File: config.mk
export PLATFORM = sky130hd
export DESIGN_NAME = bitvec_neuron
export DESIGN_NICKNAME = d
export VERILOG_FILES = /design/src/rtl/bneuron_pkg.sv /design/src/rtl/bneuron_ctrl.sv /design/src/rtl/bneuron_mac.sv /design/src/rtl/bneuron_activ.sv /design/src/rtl/bitvec_neuron.sv
export SDC_FILE = /design/constraint.sdc
export NUM_CORES = 1
export LEC_CHECK = 0
export ABC_AREA = 0
export BUFFER_PORTS_ARGS = -buffer_cell sky130_fd_sc_hd__buf_2
export CORE_MARGIN = 2
export CORE_UTILIZATION = 50
export DETAILED_ROUTE_END_ITERATION = 8
export PLACE_DENSITY = 0.72
export SYNTH_ARGS = -nofsm -noshare
export SYNTH_HDL_FRONTEND = slang
export SYNTH_HIERARCHICAL = 1
export SYNTH_SLANG_ARGS = --single-unit
File: constraint.sdc
create_clock -name clk -period 4.5 [get_ports clk]
set_clock_uncertainty 0.15 [all_clocks]
set_input_delay 0.9 -clock clk [delete_from_list [all_inputs] [get_ports clk]]
set_output_delay 0.9 -clock clk [all_outputs]
set_load 0.005 [all_outputs]
File: src/rtl/bneuron_pkg.sv
package bneuron_pkg;

  typedef enum logic [2:0] {
    S_IDLE,
    S_CFGD,
    S_CFGB,
    S_ISSUE,
    S_DRAIN,
    S_SUM,
    S_LUT,
    S_CMP
  } nstate_e;

  localparam logic [1:0] RES_LOW   = 2'b00;
  localparam logic [1:0] RES_HIGH  = 2'b01;
  localparam logic [1:0] RES_UNDEC = 2'b10;

endpackage

File: src/rtl/bneuron_ctrl.sv
module bneuron_ctrl
  import bneuron_pkg::*;
#(
  parameter int AW       = 10,
  parameter int CW       = 11,
  parameter int CFG_WAIT = 4
) (
  input  logic          clk,
  input  logic          rst,
  input  logic          start,
  input  logic [CW-1:0] n_inputs,
  output logic          issue_vld,
  output logic [AW-1:0] issue_idx,
  output logic          acc_clr,
  output logic          sum_ld,
  output logic          cmp_ld,
  output logic          ready,
  output logic          busy
);

  localparam int DRAIN_CYC = 2;
  localparam int WCW       = $clog2(CFG_WAIT) + 2;
  localparam int LAT_FIX   = 2 * CFG_WAIT + DRAIN_CYC + 3;
  localparam int LCW       = CW + 3;

  nstate_e        st;
  logic [WCW-1:0] wcnt;
  logic [AW-1:0]  idx;

  // named events for checks and datapath control
  wire accept     = (st == S_IDLE) && start;
  wire cfg_done   = (wcnt == WCW'(CFG_WAIT - 1));
  wire drain_done = (wcnt == WCW'(DRAIN_CYC - 1));
  wire last_issue = (CW'(idx) == (n_inputs - CW'(1)));
  wire no_inputs  = (n_inputs == '0);

  always_ff @(posedge clk) begin
    if (rst) begin
      st    <= S_IDLE;
      wcnt  <= '0;
      idx   <= '0;
      ready <= 1'b0;
    end else begin
      case (st)
        S_IDLE: begin
          if (start) begin
            st    <= S_CFGD;
            wcnt  <= '0;
            ready <= 1'b0;
          end
        end
        S_CFGD: begin
          if (cfg_done) begin
            st   <= S_CFGB;
            wcnt <= '0;
          end else begin
            wcnt <= wcnt + WCW'(1);
          end
        end
        S_CFGB: begin
          if (cfg_done) begin
            wcnt <= '0;
            idx  <= '0;
            st   <= no_inputs ? S_DRAIN : S_ISSUE;
          end else begin
            wcnt <= wcnt + WCW'(1);
          end
        end
        S_ISSUE: begin
          if (last_issue) begin
            st   <= S_DRAIN;
            wcnt <= '0;
          end else begin
            idx <= idx + AW'(1);
          end
        end
        S_DRAIN: begin
          if (drain_done) st <= S_SUM;
          else            wcnt <= wcnt + WCW'(1);
        end
        S_SUM: st <= S_LUT;
        S_LUT: st <= S_CMP;
        S_CMP: begin
          st    <= S_IDLE;
          ready <= 1'b1;
        end
        default: st <= S_IDLE;
      endcase
    end
  end

  assign issue_vld = (st == S_ISSUE);
  assign issue_idx = idx;
  assign acc_clr   = accept;
  assign sum_ld    = (st == S_SUM);
  assign cmp_ld    = (st == S_CMP);
  assign busy      = (st != S_IDLE);

  // cycle counter since the accepted start, for the latency check
  logic [LCW-1:0] lat_cnt;
  always_ff @(posedge clk) begin
    if (rst)         lat_cnt <= '0;
    else if (accept) lat_cnt <= '0;
    else if (busy)   lat_cnt <= lat_cnt + LCW'(1);
  end


  latency_chk: assert property (@(posedge clk) disable iff (rst)
    $rose(ready) |-> (lat_cnt == (LCW'(n_inputs) + LCW'(LAT_FIX))));


  no_restart_chk: assert property (@(posedge clk) disable iff (rst)
    busy |=> !(st == S_CFGD && wcnt == '0));


  ready_hold_chk: assert property (@(posedge clk) disable iff (rst)
    (ready && !start) |=> ready);

endmodule

File: src/rtl/bneuron_mac.sv
module bneuron_mac #(
  parameter int WW = 13
) (
  input  logic          clk,
  input  logic          rst,
  input  logic          acc_clr,
  input  logic          issue_vld,
  input  logic          x_bit,
  input  logic [WW-1:0] w_data,
  input  logic          sum_ld,
  input  logic [WW-1:0] bias,
  output logic [WW-1:0] total
);

  localparam logic [WW-1:0] POS_MAX = {1'b0, {(WW-1){1'b1}}};
  localparam logic [WW-1:0] NEG_MAX = {1'b1, {(WW-1){1'b0}}};

  function automatic logic [WW-1:0] sat_add(input logic [WW-1:0] a, input logic [WW-1:0] b);
    logic [WW:0] s;
    s = {a[WW-1], a} + {b[WW-1], b};
    if (s[WW] != s[WW-1]) return s[WW] ? NEG_MAX : POS_MAX;
    return s[WW-1:0];
  endfunction

  logic          rd_vld;   // memory data valid this cycle
  logic          prod_vld; // product register valid
  logic [WW-1:0] prod;
  logic [WW-1:0] acc;

  // 1 x WW multiply: gate the weight by the input bit
  wire [WW-1:0] gated = x_bit ? w_data : '0;

  always_ff @(posedge clk) begin
    if (rst) begin
      rd_vld   <= 1'b0;
      prod_vld <= 1'b0;
      prod     <= '0;
      acc      <= '0;
      total    <= '0;
    end else begin
      rd_vld   <= issue_vld;
      prod_vld <= rd_vld;
      prod     <= rd_vld ? gated : '0;
      if (acc_clr)       acc <= '0;
      else if (prod_vld) acc <= sat_add(acc, prod);
      if (sum_ld) total <= sat_add(acc, bias);
    end
  end


  pos_sat_chk: assert property (@(posedge clk) disable iff (rst)
    (prod_vld && !acc_clr && !prod[WW-1] && !acc[WW-1]) |=> !acc[WW-1]);


  neg_sat_chk: assert property (@(posedge clk) disable iff (rst)
    (prod_vld && !acc_clr && prod[WW-1] && acc[WW-1]) |=> acc[WW-1]);

endmodule

File: src/rtl/bneuron_activ.sv
module bneuron_activ
  import bneuron_pkg::*;
#(
  parameter int WW  = 13,
  parameter int SW  = 8,
  parameter int LAW = 11
) (
  input  logic           clk,
  input  logic           rst,
  input  logic           cmp_ld,
  input  logic [WW-1:0]  total,
  input  logic [SW-1:0]  thr_min,
  input  logic [SW-1:0]  thr_max,
  input  logic [SW-1:0]  sig_data,
  output logic [LAW-1:0] sig_addr,
  output logic [1:0]     result
);

  localparam int HB = WW - LAW + 1;

  function automatic logic [1:0] decide(input logic [SW-1:0] s, input logic [SW-1:0] mn,
                                        input logic [SW-1:0] mx);
    if (s <= mn) return RES_LOW;
    if (s >= mx) return RES_HIGH;
    return RES_UNDEC;
  endfunction

  wire [HB-1:0] top_bits = total[WW-1:LAW-1];
  wire          in_range = (top_bits == '0) || (top_bits == '1);
  wire          sat_lo   = total[WW-1] && !in_range;
  wire          sat_hi   = !total[WW-1] && !in_range;

  assign sig_addr = {total[WW-1], total[LAW-2:0]};

  wire [SW-1:0] sig_val = sat_lo ? '0 : (sat_hi ? '1 : sig_data);

  always_ff @(posedge clk) begin
    if (rst)         result <= RES_LOW;
    else if (cmp_ld) result <= decide(sig_val, thr_min, thr_max);
  end


  sat_lo_chk: assert property (@(posedge clk) disable iff (rst)
    (cmp_ld && sat_lo) |=> (result == RES_LOW));


  sat_hi_chk: assert property (@(posedge clk) disable iff (rst)
    (cmp_ld && sat_hi && (thr_min != '1)) |=> (result == RES_HIGH));


  code_chk: assert property (@(posedge clk) disable iff (rst)
    result != 2'b11);

endmodule

File: src/rtl/bitvec_neuron.sv
module bitvec_neuron
  import bneuron_pkg::*;
#(
  parameter int MAX_N    = 1024,
  parameter int WW       = 13,
  parameter int SW       = 8,
  parameter int LAW      = 11,
  parameter int CFG_WAIT = 4
) (
  input  logic                       clk,
  input  logic                       rst,
  input  logic                       start,
  input  logic [WW-1:0]              cfg_val,
  input  logic                       ld_bias,
  input  logic                       ld_min,
  input  logic                       ld_max,
  input  logic                       ld_cnt,
  output logic [$clog2(MAX_N)-1:0]   x_addr,
  input  logic                       x_bit,
  output logic [$clog2(MAX_N)-1:0]   w_addr,
  input  logic [WW-1:0]              w_data,
  output logic [LAW-1:0]             sig_addr,
  input  logic [SW-1:0]              sig_data,
  output logic                       ready,
  output logic [1:0]                 result
);

  localparam int AW = $clog2(MAX_N);
  localparam int CW = AW + 1;

  function automatic logic [CW-1:0] fit_count(input logic [CW-1:0] c);
    return (c > CW'(MAX_N)) ? CW'(MAX_N) : c;
  endfunction

  logic [WW-1:0] bias_q;
  logic [SW-1:0] min_q;
  logic [SW-1:0] max_q;
  logic [CW-1:0] cnt_q;

  logic          busy;
  logic          issue_vld;
  logic [AW-1:0] issue_idx;
  logic          acc_clr;
  logic          sum_ld;
  logic          cmp_ld;
  logic [WW-1:0] total;

  always_ff @(posedge clk) begin
    if (rst) begin
      bias_q <= '0;
      min_q  <= '0;
      max_q  <= '1;
      cnt_q  <= '0;
    end else if (!busy) begin
      if (ld_bias) bias_q <= cfg_val;
      if (ld_min)  min_q  <= cfg_val[SW-1:0];
      if (ld_max)  max_q  <= cfg_val[SW-1:0];
      if (ld_cnt)  cnt_q  <= fit_count(cfg_val[CW-1:0]);
    end
  end

  bneuron_ctrl #(.AW(AW), .CW(CW), .CFG_WAIT(CFG_WAIT)) ctrl_i (
    .clk       (clk),
    .rst       (rst),
    .start     (start),
    .n_inputs  (cnt_q),
    .issue_vld (issue_vld),
    .issue_idx (issue_idx),
    .acc_clr   (acc_clr),
    .sum_ld    (sum_ld),
    .cmp_ld    (cmp_ld),
    .ready     (ready),
    .busy      (busy)
  );

  assign x_addr = issue_idx;
  assign w_addr = issue_idx;

  bneuron_mac #(.WW(WW)) mac_i (
    .clk       (clk),
    .rst       (rst),
    .acc_clr   (acc_clr),
    .issue_vld (issue_vld),
    .x_bit     (x_bit),
    .w_data    (w_data),
    .sum_ld    (sum_ld),
    .bias      (bias_q),
    .total     (total)
  );

  bneuron_activ #(.WW(WW), .SW(SW), .LAW(LAW)) activ_i (
    .clk      (clk),
    .rst      (rst),
    .cmp_ld   (cmp_ld),
    .total    (total),
    .thr_min  (min_q),
    .thr_max  (max_q),
    .sig_data (sig_data),
    .sig_addr (sig_addr),
    .result   (result)
  );


  cfg_hold_chk: assert property (@(posedge clk) disable iff (rst)
    busy |=> ($stable(bias_q) && $stable(cnt_q)));


  cnt_range_chk: assert property (@(posedge clk) disable iff (rst)
    cnt_q <= CW'(MAX_N));

endmodule

-- Word level (Yosys, flattened, before mapping)
Cells that the tools add are included.
- register bits after elaboration: 101
- bits of input ports: 42
- output and inout bits: 34
- logic and storage cells: 113
- add/subtract/negate cells: 5
- order comparisons: 3
- equality and inequality tests: 20
- muxes and demuxes: 44
- bitwise gates (word level): 3
- reduce and logical (&&, ||, !) cells: 24
- operators with widths (operator ; count):
    13-bit two-way mux ; 6
    13-bit by 13-bit adder with 14-bit output ; 2
    3-bit case mux with 8 select lines ; 1
    10-bit two-way mux ; 2
    10-bit case mux with 2 select lines ; 1
    3-bit two-way mux ; 6
    4-bit two-way mux ; 4
    8-bit two-way mux ; 2
    4-bit case mux with 4 select lines ; 1
    3-bit == test (second input constant) ; 5
    1-bit two-way mux ; 15
    10-bit by 11-bit == test with 1-bit output ; 1
    11-bit greater-than comparator (second input constant) ; 1
    11-bit zero test ; 1
    11-bit two-way mux ; 1
    11-bit by 1-bit subtractor with 11-bit output (second input constant) ; 1
    10-bit by 1-bit adder with 10-bit output (second input constant) ; 1
    2-bit AND reduction ; 5
    8-bit >= comparator ; 1
    8-bit less-or-equal comparator ; 1
    2-bit two-way mux ; 4
    2-bit inequality test (second input constant) ; 4
    3-bit by 2-bit == test with 1-bit output (second input constant) ; 2
    3-bit zero test ; 2
    other kinds (19) ; 29

-- Longest topological paths before layout
Gate-level depths: netlist (run 1).
- word-level depth: 15
- gate-level depth with buffers: 12
- mapped depth without buffers: 10

-- Hierarchy
The synthesis (run 1) kept the hierarchy.
- by module, submodules not included (module ; instances ; cells each ; area an instance (sq um) ; seq. area each (sq um)):
    bneuron_mac ; 1 ; 305 ; 2808.9 ; 820.8
    bitvec_neuron ; 1 ; 174 ; 1550.2 ; 800.8
    bneuron_ctrl ; 1 ; 181 ; 1425.1 ; 360.3
    bneuron_activ ; 1 ; 112 ; 743.2 ; 40.0

-- Least setup slack after synthesis (run 1)
OpenSTA, ideal clock, no wires.
- path type: flip-flop to flip-flop
- from: register cnt_q[0]
- to: register ctrl_i.wcnt[1]
- library setup time: 70 ps
- data arrival time: 2526 ps
- required time: 4280 ps
- path slack: 1754 ps
- stages on the path, launching flop included: 10
- path buffers: 0
- period minus slack after synthesis: 2746 ps
- path through: dfxtp_1 inv_1 ha_1 nor3b_1 xnor2_1 o2111ai_1 a2111o_1 o311a_4 or4_1 a21oi_1
- word-level cells in the longest chain between the ends: 4
- RTL lines (item ; RTL line ; RTL):
    from (decl) ; bitvec_neuron.sv:38 ; logic [CW-1:0] cnt_q;
    from (signal assigned) ; bitvec_neuron.sv:58 ; if (ld_cnt) cnt_q <= fit_count(cfg_val[CW-1:0]);
    11-bit by 1-bit subtractor with 11-bit output ; bneuron_ctrl.sv:34 ; wire last_issue = (CW'(idx) == (n_inputs - CW'(1)));
    10-bit by 11-bit == test with 1-bit output ; bneuron_ctrl.sv:34 ;
    2-bit inequality test (no line) ; n/a ;
    4-bit AND reduction (no line) ; n/a ;
    to (signal assigned) ; bneuron_ctrl.sv:57 ; wcnt <= wcnt + WCW'(1);
    to (signal assigned) ; bneuron_ctrl.sv:66 ; wcnt <= wcnt + WCW'(1);
    to (signal assigned) ; bneuron_ctrl.sv:79 ; else wcnt <= wcnt + WCW'(1);
    to (decl) ; bneuron_ctrl.sv:27 ; logic [WCW-1:0] wcnt;
Every way passes these cells.
A chain may end at the register's enable or synchronous reset.

-- Worst setup path in the final report (run 1)
- from: register mac_i.acc[0]
- to: register mac_i.total[2]
- word-level cells in the longest chain between the ends: 6
- elaborated cells on any way between the ends: 8
- classes of those cells: add/sub (1); eq/ne (1); mux (6)
- RTL lines (item ; RTL line ; RTL):
    from (decl) ; bneuron_mac.sv:28 ; logic [WW-1:0] acc;
    from (signal assigned) ; bneuron_mac.sv:45 ; else if (prod_vld) acc <= sat_add(acc, prod);
    13-bit by 13-bit adder with 14-bit output (*) ; bneuron_mac.sv:20 ; s = {a[WW-1], a} + {b[WW-1], b};
    1-bit inequality test ; bneuron_mac.sv:21 ; if (s[WW] != s[WW-1]) return s[WW] ? NEG_MAX : POS_MAX;
    1-bit two-way mux ; bneuron_mac.sv:21 ;
    1-bit two-way mux ; bneuron_mac.sv:46 ; if (sum_ld) total <= sat_add(acc, bias);
    1-bit two-way mux ; bneuron_mac.sv:34 ; if (rst) begin
    13-bit two-way mux (*) ; bneuron_mac.sv:22 ; return s[WW-1:0];
    to (signal assigned) ; bneuron_mac.sv:46 ;
    to (decl) ; bneuron_mac.sv:12 ; output logic [WW-1:0] total
Mark *: on every way between the ends. The rest lies on a longest branch, timed or not. The select of a mux whose other input is x is not followed.

==> results.json, run 1 <==
{
  "outcome": "finished, final reports clean",
  "multiInputGateArea_sq_um": 4090,
  "routedWlPerCell_um": 15.9,
  "synth_top_area_cell": "dfxtp_1",
  "seqPwrFrac": 0.444,
  "crit_arrival_ns": 3.23,
  "final_util": 0.567,
  "nNetsFinal": 900,
  "synthCells": 772,
  "seq_area_frac_synth": 0.310,
  "dieWidth_um": 118,
  "cp_slowest_stage_delay_ns": 0.49,
  "start_util": 0.515,
  "overflow": 0,
  "crit_slowest_cell": "xnor2_1",
  "rows": 41,
  "hpwlAfterDp_um": 12100,
  "p_leak_nw": 3.13,
  "htree_levels": 3,
  "yosys.area.top_type_share": 0.310,
  "synth_flop_cell": "dfxtp_1",
  "fin_area_sq_um": 7180,
  "die_h_um": 118,
  "cts-root-buf": "clkbuf_16",
  "io_pins": 76,
  "ys_types": 81,
  "worstSetupStartpoint": "mac_i/acc[0]",
  "port_buffers": 75,
  "drive_gt1_frac": 0.174,
  "cts_tree": "done",
  "synth-async-reset-ratio": 0,
  "antenna_found_initial": 0,
  "routed_wl_um": 15700,
  "maxCapViolCount": 0,
  "critPathKind": "register to register",
  "startpoint_type": "register",
  "cp_num_buf_inv": 0,
  "critPathMaxFanout": 11,
  "drc_errors": 0,
  "ir_worst_vdd_uv": 211,
  "power.total_mw": 2.19,
  "synthTopCellsByArea": "dfxtp_1, ha_1, a21oi_1, nand2_1, nor2_1",
  "top_layer_used": "met4",
  "synth.avg_cell_area_sq_um": 8.46,
  "min_from": "activ_i/result[1]",
  "clockBufferDepth": 2,
  "clk_pin_slew_ns": 0.07,
  "seqCellArea_sq_um": 2020,
  "p_sw_mw": 0.597,
  "min_period_ns": 3.12,
  "yosysWarnings": 6,
  "cts_hold_buf": 0,
  "grt_use_total": 0.227,
  "finalWeightedCongestion": 0.935,
  "worstMarginPinSlew_ns": 1.03,
  "critPathTopFamily": "compound AO/OA/AOI/OAI gates",
  "grt_pass1_vias": 5445,
  "first_pass_iters": 5,
  "post_cts_buffers": 0,
  "syn2layout_area_growth_pct": 9.97,
  "power_density_nw_per_um2": 304,
  "numCtsBuffers": 9,
  "ys_ff_latch": 101,
  "fill_cells": 1167,
  "wl_met1_um": 7430,
  "grt_setup_unrepaired": "no",
  "num_antenna_cells": 0,
  "grt_pass1_wl_um": 26100,
  "r2r-start": "mac_i/acc[0]",
  "required_ns": 4.61,
  "regToRegSetupSlack_ns": 1.38,
  "p_clk_frac": 0.394,
  "final.setup.tns_ns": 0,
  "via_count": 5669,
  "crit_chain": "ha_1 -> fa_1 -> a211oi_2 -> nor3_2 -> o211a_4 -> o41ai_4 -> xnor2_1 -> o21ai_0 -> a311oi_1",
  "max_freq_mhz": 320,
  "slew_headroom": 0.308,
  "p_comb_frac": 0.162,
  "hp-class": "register to register",
  "slew_violations": 0,
  "place_area_sq_um": 6840,
  "critPathCaptureType": "register",
  "setup_viol_count_final": 0,
  "switching_share": 0.273,
  "wl_met3_um": 639,
  "synth_fp_nets": 861,
  "vias_per_cell": 5.74,
  "clk_latency_ns": 0.35,
  "dieArea_sq_um": 14000,
  "dr.first_iter.drc_count": 393,
  "hold_viol": 0,
  "dr_wl_met2_um": 7380,
  "finalCritPeriodShare": 0.693,
  "synth_edf_count": 0,
  "syn_area_sq_um": 6530,
  "grt_max_degree": 41,
  "cts_sinks": 101,
  "drtAntennaViolNets": 0,
  "cts.repair.resized": 0,
  "power.internal_mw": 1.59,
  "coreArea_sq_um": 12700
}
-- worst paths after layout --
| check | endpoint | depth (start not counted) |
|---|---|---|
| setup / recovery | mac_i/total[2] | 9 |
| setup reg to reg | mac_i/total[2] | 9 |
| hold / removal | activ_i/result[1] | 2 |
| hold reg to reg | activ_i/result[1] | 2 |
-- synth_stat cells, drive strengths merged, types with 14 or more instances --
cell   instances
a21oi         69
xnor2         16
nand2         85
dfxtp        101
nand3         16
buf           37
nor2          74
o21ai         33
xor2          14
mux2i         19
inv           32
ha            45
and3          15
nor3          16
-- registers in the layout, summed over array words and instances, names as in the netlist, 8 cells and up --
register / cells
bias_q: 13
mac_i/acc: 13
mac_i/prod: 13
mac_i/total: 13
cnt_q: 11
ctrl_i/issue_idx: 10
max_q: 8
min_q: 8
-- cell families after synthesis --
logic type | Yosys count | synth area share
xor+xnor | 30 | 0.0403
compound gates | 214 | 0.246
fa+ha+maj | 50 | 0.0972
mux | 20 | 0.0328
flops | 101 | 0.310
buf+inv | 83 | 0.0652
simple gates | 274 | 0.209
-- final cells by class --
| cell class | instances | area share |
|---|---|---|
| flip-flops and latches | 101 | 0.282 |
| clock inverters | 5 | 0.0113 |
| inverters | 33 | 0.0173 |
| clock buffers | 11 | 0.0352 |
| repair buffers | 78 | 0.0554 |
| well taps | 172 | 0.0300 |
| multi-input cells | 588 | 0.569 |
-- layout by cell type (no fill, tap or decap), types with 18 or more instances in the layout --
| cell type | count |
|---|---|
| dfxtp_1 | 101 |
| ha_1 | 45 |
| a21oi_1 | 68 |
| mux2i_1 | 18 |
| nand2_1 | 85 |
| o21ai_0 | 27 |
| buf_2 | 75 |
| nor2_1 | 74 |
| inv_1 | 32 |
-- layer usage --
metal	track usage	vias up
met4	0.0610	0
met1	0.291	2647
met5	0	-
li1	-	2859
met2	0.382	142
met3	0.0541	21
-- power by group through the flow --
stage / combinational (mW) / clock [mW] / sequential [mW]
after floorplan: 0.280 / 0 / 0.971
after global placement: 0.338 / 0 / 0.989
after detailed placement: 0.350 / 0 / 0.990
after CTS: 0.353 / 0.877 / 0.970
after global routing: 0.395 / 0.922 / 0.976
final: 0.355 / 0.860 / 0.970
-- per-stage QoR --
stage          hold slack (ns)  cells  setup WS (ns)
2_1_floorplan            0.282    772           1.75
3_3_place_gp             0.286    972           1.50
3_5_place_dp             0.290    972           1.40
4_1_cts                  0.300    988           1.39
5_1_grt                  0.325    988           1.08
6_report                 0.295    988           1.38
-- worst min-delay path, stage by stage, from the launching register on --
cell and delay (ns):
dfxtp_1 0.31, nand2_1 0.05, o21ai_1 0.05
Note: power is estimated with default switching activity, not from simulation.
==> inputs of run 2 (changes only) <==
--- a/config.mk
+++ b/config.mk
@@ -10,7 +10,7 @@
 export CORE_MARGIN = 2
 export CORE_UTILIZATION = 50
 export DETAILED_ROUTE_END_ITERATION = 8
-export PLACE_DENSITY = 0.72
+export PLACE_DENSITY = 0.75
 export SYNTH_ARGS = -nofsm -noshare
 export SYNTH_HDL_FRONTEND = slang
 export SYNTH_HIERARCHICAL = 1
==> constraint.sdc (replaced) <==
create_clock -name clk -period 2.84 [get_ports clk]
set_clock_uncertainty 0.15 [all_clocks]
set_input_delay 0.568 -clock clk [delete_from_list [all_inputs] [get_ports clk]]
set_output_delay 0.568 -clock clk [all_outputs]
set_load 0.005 [all_outputs]
==> results.json, run 2 (synthesized netlist as in run 1, its figures left out) <==
{
  "via_count": 5833,
  "clockBufferDepth": 2,
  "drtAntennaViolNets": 0,
  "overflow": 0,
  "violations": "setup timing",
  "r2r-start": "mac_i/acc[0]",
  "vias_per_cell": 5.64,
  "numCtsBuffers": 9,
  "timing.final.ws_setup_ns": -0.0603,
  "hold_viol": 0,
  "maxCapViolCount": 0,
  "required_ns": 2.95,
  "critPathMaxFanout": 5,
  "clk_latency_ns": 0.35,
  "min_period_ns": 2.90,
  "critPathKind": "register to register",
  "syn2layout_area_growth_pct": 17.7,
  "worstMarginPinSlew_ns": 0.711,
  "place_area_sq_um": 7140,
  "drive_gt1_frac": 0.242,
  "grt_use_total": 0.224,
  "ir_worst_vdd_uv": 311,
  "grt_pass1_vias": 5375,
  "die_h_um": 118,
  "crit_arrival_ns": 3.01,
  "hp-class": "register to register",
  "final_cell_mix": "dfxtp_1, nand2_1, buf_2",
  "drc_errors": 0,
  "final.setup.tns_ns": -0.265,
  "setup_viol_count_final": 10,
  "cts_tree": "done",
  "fin_area_sq_um": 7690,
  "slew_headroom": 0.525,
  "rows": 41,
  "routed_wl_um": 15900,
  "start_util": 0.515,
  "dieArea_sq_um": 14000,
  "io_pins": 76,
  "num_antenna_cells": 0,
  "final_common_cell": "dfxtp_1",
  "critPathCaptureType": "register",
  "regToRegSetupSlack_ns": -0.06,
  "r2r_end": "mac_i/total[8]",
  "whs_endpoint": "activ_i/result[0]",
  "min_from": "activ_i/result[0]",
  "coreArea_sq_um": 12700,
  "cts-root-buf": "clkbuf_16",
  "clk_pin_slew_ns": 0.07,
  "grt_pass1_wl_um": 26000,
  "grt_setup_unrepaired": "yes",
  "first_pass_iters": 5,
  "slew_violations": 0,
  "startpoint_type": "register",
  "htree_levels": 3,
  "antenna_found_initial": 0,
  "dieWidth_um": 118,
  "hpwlAfterDp_um": 11500,
  "r2r_cells": 11,
  "hold_depth": 2,
  "power_density_nw_per_um2": 444,
  "routedWlPerCell_um": 15.3,
  "cts_hold_buf": 0,
  "dr.first_iter.drc_count": 390,
  "outcome": "complete, but fails checks",
  "finalWeightedCongestion": 0.904,
  "nNetsFinal": 947,
  "p_leak_nw": 3.41,
  "cts_sinks": 101,
  "port_buffers": 75,
  "finalCritPeriodShare": 1.02,
  "max_freq_mhz": 345,
  "grt_max_degree": 24
}
## run 2: per-layer routing
metal / GRT usage / part of all wire / up-vias
li1: - / - / 2955
met1: 0.313 / 0.49 / 2705
met2: 0.361 / 0.45 / 151
met3: 0.0270 / 0.044 / 22
met4: 0.0700 / 0.017 / 0
met5: 0 / 0 / -
## run 2: worst max path at each step
stage                 start               to  slack (ns)  cells after the start
6_report       mac_i/acc[0]   mac_i/total[8]       -0.06                     11
2_1_floorplan      cnt_q[0]   ctrl_i/wcnt[1]        0.09                      9
3_3_place_gp   mac_i/acc[0]  mac_i/total[10]      -0.009                     10
4_1_cts        mac_i/acc[0]   mac_i/total[1]        0.02                     10
5_1_grt        mac_i/acc[0]   mac_i/total[8]       -0.17                     11
3_5_place_dp   mac_i/acc[0]  mac_i/total[10]       -0.06                     10
## run 2: area by class of cell
class	instances	area, sq um
Clock buffer	11	243
Fill cell	1130	4980
Timing Repair Buffer	124	766
Clock inverter	5	58.8
Inverter	33	124
Sequential cell	101	2030
Tap cell	172	215
Multi-Input combinational cell	589	4250
## run 2: what timing repair did
action                                  in CTS  in global routing
cloned                                       0                  1
buffers inserted                             0                  6
endpoints found under the setup margin       9                 32
gates resized for setup                      1                 37
pin swaps                                    0                 24
## run 2: through the flow
step / total power [mW] / util / std cells / setup WS [ns] / hold slack [ns]
final: 3.42 / 0.607 / 1035 / -0.0603 / 0.297
after global routing: 3.57 / 0.607 / 1035 / -0.175 / 0.297
after CTS: 3.40 / 0.588 / 1028 / 0.0191 / 0.290
after detailed placement: 2.16 / 0.564 / 1012 / -0.0610 / 0.295
after global placement: 2.15 / 0.564 / 1012 / -0.00928 / 0.288
after floorplan: 1.98 / - / 772 / 0.0935 / 0.282
## run 2: power breakdown
part	switching, mW	internal [mW]	leakage [nW]	total [mW]
sequential	0.0448	1.47	0.822	1.52
combinational	0.372	0.274	2.45	0.646
clock	0.543	0.709	0.142	1.25
## run 2: critical path, cell delays in order, from the launching register on
cell and delay [ns]:
dfxtp_4 0.35, ha_4 0.16, fa_2 0.41, a211oi_4 0.27
nor3_4 0.07, o211a_4 0.26, o41ai_4 0.41, xnor2_4 0.20
buf_6 0.15, buf_6 0.09, nand2_2 0.04, a311oi_2 0.25
